===== config.mk =====
export PLATFORM = sky130hd
export DESIGN_NAME = rtc_timekeeper
export DESIGN_NICKNAME = d
export VERILOG_FILES = /design/src/rtl/rtc_tk_pkg.sv /design/src/rtl/rtc_tk_ctrl.sv /design/src/rtl/rtc_tk_datapath.sv /design/src/rtl/rtc_timekeeper.sv
export SDC_FILE = /design/constraint.sdc
export NUM_CORES = 1
export LEC_CHECK = 0
export BUFFER_PORTS_ARGS = -buffer_cell sky130_fd_sc_hd__clkbuf_2
export CAP_MARGIN = 20
export CORE_MARGIN = 2
export CORE_UTILIZATION = 35
export CTS_CLUSTER_SIZE = 12
export DETAILED_ROUTE_END_ITERATION = 10
export MAX_ROUTING_LAYER = met4
export PLACE_DENSITY_LB_ADDON = 0.3
export SLEW_MARGIN = 20
export SYNTH_ARGS = -nofsm -noshare
export SYNTH_HDL_FRONTEND = slang
export SYNTH_HIERARCHICAL = 1
export SYNTH_SLANG_ARGS = --single-unit

===== constraint.sdc =====
create_clock -name clk -period 3.5 [get_ports clk]
set_input_delay 0.175 -clock clk [delete_from_list [all_inputs] [get_ports clk]]
set_output_delay 0.175 -clock clk [all_outputs]
set_load 0.005 [all_outputs]

===== src/rtl/rtc_tk_pkg.sv =====
package rtc_tk_pkg;
  localparam int ADDR_W = 8;
  localparam int DATA_W = 32;
  localparam int N_IRQ  = 2;
  localparam int IRQ_SEC = 0;
  localparam int IRQ_ALM = 1;
  localparam int CTRL_OSC_BIT  = 24;
  localparam int CTRL_BATT_BIT = 31;

  localparam logic [ADDR_W-1:0] A_SET_WR  = 8'h00;
  localparam logic [ADDR_W-1:0] A_SET_RD  = 8'h04;
  localparam logic [ADDR_W-1:0] A_CAL_WR  = 8'h08;
  localparam logic [ADDR_W-1:0] A_CAL_RD  = 8'h0C;
  localparam logic [ADDR_W-1:0] A_TIME    = 8'h10;
  localparam logic [ADDR_W-1:0] A_TICK    = 8'h14;
  localparam logic [ADDR_W-1:0] A_ALARM   = 8'h18;
  localparam logic [ADDR_W-1:0] A_STATUS  = 8'h20;
  localparam logic [ADDR_W-1:0] A_MASK    = 8'h24;
  localparam logic [ADDR_W-1:0] A_IEN     = 8'h28;
  localparam logic [ADDR_W-1:0] A_IDIS    = 8'h2C;
  localparam logic [ADDR_W-1:0] A_CTRL    = 8'h40;

  // load strobes from the control half to the datapath half
  typedef struct packed {
    logic ldSetTime;
    logic ldCalib;
    logic ldAlarm;
    logic ldCtrl;
  } regStrobe_t;
endpackage


===== src/rtl/rtc_tk_ctrl.sv =====
module rtc_tk_ctrl
  import rtc_tk_pkg::*;
(
  input  logic                   clk,
  input  logic                   rstN,
  input  logic [ADDR_W-1:0]      regAddr,
  input  logic                   regWrEn,
  input  logic [DATA_W-1:0]      regWrData,
  input  logic                   secEvt,
  input  logic                   alarmEvt,
  output regStrobe_t             strobes,
  output logic [N_IRQ-1:0]       status,
  output logic [N_IRQ-1:0]       enable,
  output logic                   secIrq,
  output logic                   alarmIrq
);
  logic [N_IRQ-1:0] evtMask;
  logic [N_IRQ-1:0] clrMask;
  logic [N_IRQ-1:0] enSetMask;
  logic [N_IRQ-1:0] enClrMask;

  always_comb begin
    strobes.ldSetTime = regWrEn && (regAddr == A_SET_WR);
    strobes.ldCalib   = regWrEn && (regAddr == A_CAL_WR);
    strobes.ldAlarm   = regWrEn && (regAddr == A_ALARM);
    strobes.ldCtrl    = regWrEn && (regAddr == A_CTRL);
  end

  always_comb begin
    evtMask          = '0;
    evtMask[IRQ_SEC] = secEvt;
    evtMask[IRQ_ALM] = alarmEvt;
    clrMask   = (regWrEn && regAddr == A_STATUS) ? regWrData[N_IRQ-1:0] : '0;
    enSetMask = (regWrEn && regAddr == A_IEN)    ? regWrData[N_IRQ-1:0] : '0;
    enClrMask = (regWrEn && regAddr == A_IDIS)   ? regWrData[N_IRQ-1:0] : '0;
  end

  // new event wins over a write-1 clear in the same cycle
  always_ff @(posedge clk) begin
    if (!rstN) begin
      status <= '0;
      enable <= '0;
    end else begin
      status <= (status & ~clrMask) | evtMask;
      enable <= (enable | enSetMask) & ~enClrMask;
    end
  end

  assign secIrq   = status[IRQ_SEC] & enable[IRQ_SEC];
  assign alarmIrq = status[IRQ_ALM] & enable[IRQ_ALM];
endmodule


===== src/rtl/rtc_tk_datapath.sv =====
module rtc_tk_datapath
  import rtc_tk_pkg::*;
#(
  parameter int CALIB_W = 21,
  parameter int TICK_W  = 16
) (
  input  logic                   clk,
  input  logic                   rstN,
  input  logic                   secPulse,
  input  logic [TICK_W-1:0]      tickCount,
  input  logic [ADDR_W-1:0]      regAddr,
  input  logic [DATA_W-1:0]      regWrData,
  input  regStrobe_t             strobes,
  input  logic [N_IRQ-1:0]       status,
  input  logic [N_IRQ-1:0]       enable,
  output logic                   secEvt,
  output logic                   alarmEvt,
  output logic [DATA_W-1:0]      curTime,
  output logic [DATA_W-1:0]      stagedTime,
  output logic                   pending,
  output logic [DATA_W-1:0]      regRdData,
  output logic                   oscEnable,
  output logic                   battSwitchEnable,
  output logic [CALIB_W-1:0]     calibValue
);
  localparam int CAL_PAD  = DATA_W - CALIB_W;
  localparam int TICK_PAD = DATA_W - TICK_W;
  localparam int IRQ_PAD  = DATA_W - N_IRQ;

  logic [DATA_W-1:0] alarmReg;
  logic [DATA_W-1:0] nextTime;
  logic [DATA_W-1:0] ctrlWord;

  assign nextTime = pending ? stagedTime : curTime + DATA_W'(1);
  assign secEvt   = secPulse;
  assign alarmEvt = secPulse && (nextTime == alarmReg);

  always_ff @(posedge clk) begin
    if (!rstN) begin
      curTime          <= '0;
      stagedTime       <= '0;
      pending          <= 1'b0;
      alarmReg         <= '0;
      calibValue       <= '0;
      oscEnable        <= 1'b0;
      battSwitchEnable <= 1'b0;
    end else begin
      if (secPulse) curTime <= nextTime;
      if (strobes.ldSetTime) begin
        stagedTime <= regWrData;
        pending    <= 1'b1;
      end else if (secPulse) begin
        pending    <= 1'b0;
      end
      if (strobes.ldAlarm) alarmReg   <= regWrData;
      if (strobes.ldCalib) calibValue <= regWrData[CALIB_W-1:0];
      if (strobes.ldCtrl) begin
        oscEnable        <= regWrData[CTRL_OSC_BIT];
        battSwitchEnable <= regWrData[CTRL_BATT_BIT];
      end
    end
  end

  always_comb begin
    ctrlWord                = '0;
    ctrlWord[CTRL_OSC_BIT]  = oscEnable;
    ctrlWord[CTRL_BATT_BIT] = battSwitchEnable;
  end

  always_comb begin
    case (regAddr)
      A_SET_RD: regRdData = stagedTime;
      A_CAL_RD: regRdData = {{CAL_PAD{1'b0}}, calibValue};
      A_TIME:   regRdData = curTime;
      A_TICK:   regRdData = {{TICK_PAD{1'b0}}, tickCount};
      A_ALARM:  regRdData = alarmReg;
      A_STATUS: regRdData = {{IRQ_PAD{1'b0}}, status};
      A_MASK:   regRdData = {{IRQ_PAD{1'b0}}, enable};
      A_CTRL:   regRdData = ctrlWord;
      default:  regRdData = '0;
    endcase
  end
endmodule


===== src/rtl/rtc_timekeeper.sv =====
module rtc_timekeeper
  import rtc_tk_pkg::*;
#(
  parameter int CALIB_W = 21,
  parameter int TICK_W  = 16
) (
  input  logic                 clk,
  input  logic                 rstN,
  input  logic                 secPulse,
  input  logic [TICK_W-1:0]    tickCount,
  input  logic [7:0]           regAddr,
  input  logic                 regWrEn,
  input  logic [31:0]          regWrData,
  output logic [31:0]          regRdData,
  output logic                 secIrq,
  output logic                 alarmIrq,
  output logic                 oscEnable,
  output logic                 battSwitchEnable,
  output logic [CALIB_W-1:0]   calibValue
);
  regStrobe_t        strobes;
  logic [N_IRQ-1:0]  status;
  logic [N_IRQ-1:0]  enable;
  logic              secEvt;
  logic              alarmEvt;
  logic [DATA_W-1:0] curTime;
  logic [DATA_W-1:0] stagedTime;
  logic              pending;

  rtc_tk_ctrl u_ctrl (
    .clk(clk), .rstN(rstN), .regAddr(regAddr), .regWrEn(regWrEn),
    .regWrData(regWrData), .secEvt(secEvt), .alarmEvt(alarmEvt),
    .strobes(strobes), .status(status), .enable(enable),
    .secIrq(secIrq), .alarmIrq(alarmIrq)
  );

  rtc_tk_datapath #(.CALIB_W(CALIB_W), .TICK_W(TICK_W)) u_dp (
    .clk(clk), .rstN(rstN), .secPulse(secPulse), .tickCount(tickCount),
    .regAddr(regAddr), .regWrData(regWrData), .strobes(strobes),
    .status(status), .enable(enable), .secEvt(secEvt), .alarmEvt(alarmEvt),
    .curTime(curTime), .stagedTime(stagedTime), .pending(pending),
    .regRdData(regRdData), .oscEnable(oscEnable),
    .battSwitchEnable(battSwitchEnable), .calibValue(calibValue)
  );
endmodule


# ---- After elaboration in Yosys (flattened, before gate mapping)
# Cells that the tools add are included.
dict set report totals {
  register_bits 124
  out_inout_bits 57
  elab_cells 47
  inputBits 60
}
dict set report classes {
  eq_ne 12
  reduce_logical 10
  bitwise_logic 8
  muxes 7
  n_addsub 1
}
# operator count
set op_table {}
lappend op_table {{case mux 32 bit (8 select lines)} 1}
lappend op_table {{adder 32 x 1 -> 32 bit (second input constant)} 1}
lappend op_table {{equality test 32 bit} 1}
lappend op_table {{equality test 8 x 6 -> 1 bit (second input constant)} 4}
lappend op_table {{two-way mux 32 bit} 1}
lappend op_table {{equality test 8 x 5 -> 1 bit (second input constant)} 3}
lappend op_table {{equality test 8 x 4 -> 1 bit (second input constant)} 2}
lappend op_table {{equality test 8 x 3 -> 1 bit (second input constant)} 1}
lappend op_table {{equality test 8 x 7 -> 1 bit (second input constant)} 1}
lappend op_table {{logical AND 1 bit} 8}
lappend op_table {{logical NOT 8 bit} 1}
lappend op_table {{two-way mux 2 bit} 3}
lappend op_table {{bitwise AND 2 bit} 2}
lappend op_table {{inverter 2 bit} 2}
lappend op_table {{bitwise OR 2 bit} 2}
lappend op_table {{bitwise AND 1 bit} 2}
lappend op_table {{two-way mux 1 bit} 2}
lappend op_table {{nonzero test 2 bit} 1}

# ---- Longest topological paths before layout
# Gate-level depths: netlist (run 1).
dict set report logic_depth {
  ltp_word 6
  depth_mapped 12
  depth_no_buf 11
}

# ---- By module
# The synthesis (run 1) kept the hierarchy.
# module area_each_um2 seq_area_each_um2 n_inst cells_per_inst
set modules_own_cells {}
lappend modules_own_cells {rtc_tk_datapath 7293.2 2402.3 1 909}
lappend modules_own_cells {rtc_tk_ctrl 252.7 80.1 1 32}

# ---- Least setup slack after synthesis (run 1)
# OpenSTA, ideal clock, no wires.
dict set report synth_path {
  kind {register -> register}
  startpoint {register u_dp.curTime[1]}
  endpoint {register u_ctrl.status[1]}
  setup_time_ps 64
  stages_incl_launch_ff 13
  t_arrival_ps 2943
  path_slack_ps 492
  synth_period_minus_slack_ps 3008
  required_ps 3436
  n_path_buf 1
  path_cell_list {dfxtp_1 > ha_1 > and3_1 > clkbuf_1 > nand4_1 > nor4_1 > xnor2_1 > o311ai_0 > o41ai_1 > o2111ai_1 > nor4_1 > nor4_1 > nor2_1}
}
dict set report synth_between {
  elab_chain_cells 5
}
# item line_no
set synth_rtl {}
lappend synth_rtl {{start: declaration} rtc_tk_datapath.sv:18} ;# output logic [DATA_W-1:0] curTime,
lappend synth_rtl {{start signal: assignment} rtc_tk_datapath.sv:48} ;# if (secPulse) curTime <= nextTime;
lappend synth_rtl {{adder 32 x 1 -> 32 bit} rtc_tk_datapath.sv:34} ;# assign nextTime = pending ? stagedTime : curTime + DATA_W'(1);
lappend synth_rtl {{two-way mux 32 bit} rtc_tk_datapath.sv:34}
lappend synth_rtl {{equality test 32 bit} rtc_tk_datapath.sv:36} ;# assign alarmEvt = secPulse && (nextTime == alarmReg);
lappend synth_rtl {{logical AND 1 bit} rtc_tk_datapath.sv:36}
lappend synth_rtl {{named net alarmEvt} rtc_timekeeper.sv:25} ;# logic alarmEvt;
lappend synth_rtl {{bitwise OR 2 bit} rtc_tk_ctrl.sv:44} ;# status <= (status & ~clrMask) | evtMask;
lappend synth_rtl {{end signal: assignment} rtc_tk_ctrl.sv:44}
lappend synth_rtl {{end: declaration} rtc_tk_ctrl.sv:12} ;# output logic [N_IRQ-1:0] status,
# The timed path passes the listed nets, and every way through them passes these cells.
# A chain may end at the register's enable or synchronous reset.

# ---- Final worst setup path (run 1)
# Same ends and word-level chain as after synthesis.

==> results of run 1 <==
layer usage:
metal	up-vias	GRT usage	part of all wire
met5	-	-	0
met4	0	0.0762	0.028
met3	51	0.0377	0.063
met2	307	0.371	0.46
met1	3679	0.337	0.45
li1	3572	-	-
power by group:
group / total (W) / internal [W] / switching [W]
sequential: 0.00142 / 0.00142 / 0.00000706
clock: 0.00168 / 0.000994 / 0.000689
combinational: 0.000148 / 0.0000527 / 0.0000955
total: 0.00325 / 0.00246 / 0.000791
layout by cell type, fill, tap and decap left out, types with 5 or more instances in the layout:
master	count
nand4_1	12
o21ai_0	46
nor4_2	5
xor2_1	23
nor2b_1	10
nand2_1	77
a222oi_1	16
dfxtp_1	123
a221oi_1	6
and4_1	6
nand2b_1	9
a21oi_1	17
nand3_1	27
clkbuf_2	116
o31ai_1	14
o22ai_1	5
o41ai_1	7
clkbuf_16	17
nor3_1	7
nor4_1	14
xnor2_1	38
buf_4	34
inv_1	32
nor2_1	133
a22oi_1	65
and3_1	7
mux2i_1	95
state kept, by name, indices dropped and copies added (netlist names):
signal,flops
u_dp/alarmReg,32
u_dp/pending,1
u_dp/oscEnable,1
u_ctrl/status,2
u_dp/battSwitchEnable,1
u_ctrl/enable,2
u_dp/curTime,32
u_dp/calibValue,21
u_dp/stagedTime,32
final timing paths:
| path | cells after the start | startpoint | slack (ns) | end |
|---|---|---|---|---|
| worst max register to register | 11 | u_dp/curTime[1]$_SDFFE_PN0P_ | 0.25 | u_ctrl/status[1]$_SDFF_PN0_ |
| worst min register to register | 2 | u_ctrl/enable[0]$_SDFF_PN0_ | 0.51 | u_ctrl/enable[0]$_SDFF_PN0_ |
| worst min-delay path | 3 | regWrData[26] | 0.01 | u_dp/stagedTime[26]$_SDFFE_PN0P_ |
| worst max-delay path | 11 | u_dp/curTime[1]$_SDFFE_PN0P_ | 0.25 | u_ctrl/status[1]$_SDFF_PN0_ |
layout make-up:
type | instances | area [sq um] | share of cell area
multi-input combinational | 700 | 4640 | 0.516
sequential | 124 | 2480 | 0.276
timing repair buffer | 151 | 846 | 0.0940
clock buffer | 18 | 439 | 0.0488
tap | 275 | 344 | 0.0382
inverter | 33 | 125 | 0.0139
clock inverter | 13 | 119 | 0.0132
per-stage QoR:
stage / utilization / area, sq um
floorplan: - / 7550
global placement: 0.398 / 8400
detailed placement: 0.398 / 8400
CTS: 0.425 / 8970
global route: 0.427 / 9000
finish: 0.427 / 9000
worst min-delay path: stages:
cell and delay (ns):
clkbuf_2 0.09, mux2i_1 0.06, nor2_1 0.07
cell families (layout without fill, tap and decap cells):
kind of cell,after synthesis,in the layout,share of synthesized area
and+or+nand+nor,333,333,0.213
AOI/OAI and AO/OA,210,210,0.198
DFF,124,124,0.329
buffers and inverters,117,215,0.0622
muxes,95,95,0.126
xor gates and xnor gates,61,61,0.0708
adders and majority gates,1,1,0.00166
what timing repair did:
item | 4_1_cts | 5_1_grt
hold buffers | 1 | 0
setup buffers | 0 | 1
endpoints found under the setup margin | 0 | 1
endpoints found under the hold margin | 1 | 0
gates resized for setup | 0 | 4
==> impl_metrics.env, run 1 <==
export IMPL_worst_setup_path_end_kind="register"
export IMPL_die_w_um=151
export IMPL_start_kind="register"
export IMPL_die_area_sq_um=22800
export IMPL_clock_fmax_mhz=308
export IMPL_fin_ws_ns=0.254
export IMPL_syn_area_sq_um=7550
export IMPL_wl_per_cell_um=20.6
export IMPL_cts_clk_slew_worst_paths_ns=0.06
export IMPL_irDropWorstVdd_mv=0.437
export IMPL_cp_buffers_inverters=0
export IMPL_ctsHtreeMaxLevel=4
export IMPL_synth_ff_type="dfxtp_1"
export IMPL_worstPathCellList="ha_2, and3_1, nand4_1, nor4_4, xnor2_1, o311ai_0, o41ai_1, o2111ai_1, nor4_2, o21ai_0, nor2_1"
export IMPL_nFillCells=2171
export IMPL_slew_headroom=0.558
export IMPL_port_buffers=116
export IMPL_syn_nets=1002
export IMPL_synthTopCellsByCount="nor2_1 (134), dfxtp_1 (124), mux2i_1 (95)"
export IMPL_fin_hold_ws_ns=0.0144
export IMPL_finalSetupTns_ns=0
export IMPL_core_sq_um=21100
export IMPL_grt_pass1_vias=6899
export IMPL_slowest_stage="o41ai_1"
export IMPL_start_util=0.358
export IMPL_status="finished clean"
export IMPL_synth_seq_cells=124
export IMPL_powerDensity_nw_per_um2=362
export IMPL_dr_pass1_iters=7
export IMPL_num_vias=7609
export IMPL_overflow=0
export IMPL_crit_path_max_incr_delay_ns=0.46
export IMPL_grt_pass1_wl_um=41300
export IMPL_finalMaxSlewViolations=0
export IMPL_post_route_period_util=0.927
export IMPL_synth_top_area_share=0.329
export IMPL_clock_sinks=124
export IMPL_syn2layout_area_growth_pct=19.3
export IMPL_place_ws_ns=0.132
export IMPL_fin_cells=1314
export IMPL_seq_area_frac_synth=0.329
export IMPL_p_leak_nw=3.42
export IMPL_arrival_ns=3.60
export IMPL_die_h_um=151
export IMPL_rsz0062_at_grt="no"
export IMPL_hold_class="in -> reg"
export IMPL_synth_async_reset_ratio=0
export IMPL_drc_errors=0
export IMPL_dp_cells=1281
export IMPL_cpLargestDelayFamily="simple AND/OR/NAND/NOR gates"
export IMPL_gp_congestion=0.936
export IMPL_cts_tree="done"
export IMPL_antenna_found_initial=0
export IMPL_synth_cells=941
export IMPL_yosys_area_top_type="dfxtp_1"
export IMPL_grt_max_degree=66
export IMPL_root_buffer="clkbuf_16"
export IMPL_cts_buffers=17
export IMPL_ios=117
export IMPL_synth_enable_flop_cells=0
export IMPL_layout_drive_gt1_share=0.195
export IMPL_finalSetupViolations=0
export IMPL_max_cap_violations=0
export IMPL_grtUsageTotal=0.245
export IMPL_crit_type="reg -> reg"
export IMPL_drt_iter0_drc=835
export IMPL_worst_pin_slew_ns=0.663
export IMPL_finalPower_w=0.00325
export IMPL_routed_via_density=5.79
export IMPL_dp_hpwl_um=19700
export IMPL_nets=1088
export IMPL_final_hold_viol_count=0
export IMPL_syn_area_per_cell_sq_um=8.02
export IMPL_max_clock_path_buffers=2
export IMPL_final_min_clock_period_ns=3.25
export IMPL_ant_nets=0
export IMPL_synthTopCellsByArea="dfxtp_1 (33%), mux2i_1 (13%), nor2_1 (6.7%)"
export IMPL_clock_latency_ns=0.42
export IMPL_yosysWarnings=6
export IMPL_path_max_fanout=7
export IMPL_row_count=53
export IMPL_antenna_cells=0
export IMPL_synthMostInstantiatedCell="nor2_1"
export IMPL_routed_wirelength_um=27100
export IMPL_synth_cell_types=61
export IMPL_required_ns=3.85
export IMPL_skew_ns=0.00819
No activity file was read; power rests on OpenSTA's default activity.
==> run 2: changes to the inputs <==
--- a/config.mk
+++ b/config.mk
@@ -9,6 +9,7 @@
 export CAP_MARGIN = 20
 export CORE_MARGIN = 2
 export CORE_UTILIZATION = 35
+export CTS_BUF_LIST = sky130_fd_sc_hd__clkbuf_8
 export CTS_CLUSTER_SIZE = 12
 export DETAILED_ROUTE_END_ITERATION = 10
 export MAX_ROUTING_LAYER = met4
==> impl_metrics.env, run 2 (synthesis gave the netlist of run 1 again) <==
export IMPL_num_vias=7736
export IMPL_ios=117
export IMPL_reg_top3="u_dp/alarmReg: 32 flops, u_dp/curTime: 32 flops, u_dp/stagedTime: 32 flops"
export IMPL_grtUsageTotal=0.247
export IMPL_nets=1112
export IMPL_powerDensity_nw_per_um2=310
export IMPL_die_area_sq_um=22800
export IMPL_final_hold_viol_count=0
export IMPL_row_count=53
export IMPL_crit_path_max_incr_delay_ns=0.45
export IMPL_final_min_clock_period_ns=3.23
export IMPL_post_route_period_util=0.922
export IMPL_die_w_um=151
export IMPL_mostFrequentLayoutCell="nor2_1"
export IMPL_overflow=0
export IMPL_cpLargestDelayFamily="simple AND/OR/NAND/NOR gates"
export IMPL_irDropWorstVdd_mv=0.402
export IMPL_cp_buffers_inverters=0
export IMPL_crit_type="reg -> reg"
export IMPL_ctsHtreeMaxLevel=4
export IMPL_routed_wirelength_um=27300
export IMPL_required_ns=3.89
export IMPL_max_cap_violations=0
export IMPL_ant_nets=0
export IMPL_routed_via_density=5.78
export IMPL_antenna_cells=0
export IMPL_grt_pass1_wl_um=41600
export IMPL_start_util=0.358
export IMPL_finalSetupViolations=0
export IMPL_skew_ns=0.0107
export IMPL_root_buffer="clkbuf_8"
export IMPL_cts_tree="done"
export IMPL_finalSetupTns_ns=0
export IMPL_grt_pass1_vias=7041
export IMPL_status="finished clean"
export IMPL_grt_max_degree=66
export IMPL_rsz0062_at_grt="no"
export IMPL_final_cell_mix="nor2_1 (133), dfxtp_1 (123), clkbuf_2 (116)"
export IMPL_arrival_ns=3.62
export IMPL_drc_errors=0
export IMPL_path_max_fanout=7
export IMPL_wl_per_cell_um=20.4
export IMPL_clock_latency_ns=0.45
export IMPL_start_kind="register"
export IMPL_hold_class="in -> reg"
export IMPL_dp_hpwl_um=19700
export IMPL_cts_clk_slew_worst_paths_ns=0.08
export IMPL_worst_setup_path_end_kind="register"
export IMPL_slew_headroom=0.549
export IMPL_layout_drive_gt1_share=0.191
export IMPL_core_sq_um=21100
export IMPL_clock_sinks=124
export IMPL_slowest_stage="o41ai_1"
export IMPL_finalMaxSlewViolations=0
export IMPL_port_buffers=116
export IMPL_dr_pass1_iters=8
export IMPL_die_h_um=151
export IMPL_max_clock_path_buffers=2
export IMPL_gp_congestion=0.936
export IMPL_worstPathCellList="ha_2, and3_1, nand4_1, nor4_4, xnor2_1, o311ai_0, o41ai_1, o2111ai_1, nor4_2, o21ai_0, nor2_1"
export IMPL_clock_fmax_mhz=310
export IMPL_p_leak_nw=3.44
export IMPL_cts_buffers=17
export IMPL_fin_hold_ws_ns=0.0287
export IMPL_drt_iter0_drc=886
export IMPL_syn2layout_area_growth_pct=19.9
export IMPL_antenna_found_initial=0
export IMPL_worst_pin_slew_ns=0.676
-- run 2: cell count changes in the layout (fill, tap and decap cells not counted), sizes merged --
cell and delta:
dlygate4sd3 +24
-- run 2: path summary, 6_finish.rpt --
path                                 from                              to  slack, ns  cells after the start
max          u_dp/curTime[1]$_SDFFE_PN0P_     u_ctrl/status[1]$_SDFF_PN0_       0.27                     11
min                         regWrData[24]  u_dp/alarmReg[24]$_SDFFE_PN0P_       0.03                      3
max reg2reg  u_dp/curTime[1]$_SDFFE_PN0P_     u_ctrl/status[1]$_SDFF_PN0_       0.27                     11
min reg2reg   u_ctrl/enable[1]$_SDFF_PN0_     u_ctrl/enable[1]$_SDFF_PN0_       0.51                      2
-- run 2: area by class of cell --
cell class / count / area, sq um
multi-input cells: 700 / 4640
repair buffers: 175 / 1090
clock inverters: 13 / 119
flip-flops and latches: 124 / 2480
well taps: 275 / 344
clock buffers: 18 / 248
fillers: 2166 / 12000
inverters: 33 / 125
-- run 2: worst min-delay path, stage by stage --
cell and delay [ns]:
clkbuf_2 0.12, mux2i_1 0.07, nor2_1 0.08
-- run 2: routing by layer --
| metal | wire [um] | vias up | track usage |
|---|---|---|---|
| met5 | 0 | - | - |
| met4 | 746 | 0 | 0.0850 |
| met3 | 1810 | 49 | 0.0373 |
| met2 | 12500 | 360 | 0.378 |
| met1 | 12200 | 3701 | 0.334 |
| li1 | - | 3626 | - |
-- run 2: where the power goes --
group	switching (W)	internal [W]	total, W	leakage (nW)
Combinational	0.000101	0.0000702	0.000171	2.26
Sequential	0.00000709	0.00141	0.00142	1.00
Clock	0.000632	0.000579	0.00121	0.178
Total	0.000740	0.00206	0.00280	3.44
-- run 2: repair_timing --
item,CTS,global route
setup buffers,0,1
setup endpoints to repair,0,1
endpoints found under the hold margin,65,0
hold buffers,25,0
resized for setup,0,4
-- run 2: stage by stage --
step | instance area, sq um | instances | util | setup WS [ns] | total power [W]
final | 9050 | 1338 | 0.429 | 0.272 | 0.00280
after global routing | 9050 | 1338 | 0.429 | 0.0246 | 0.00291
after CTS | 9020 | 1337 | 0.428 | 0.0827 | 0.00282
after detailed placement | 8400 | 1281 | 0.398 | 0.132 | 0.00160
after global placement | 8400 | 1281 | 0.398 | 0.238 | 0.00160
after floorplan | 7550 | 941 | - | 0.492 | 0.00152
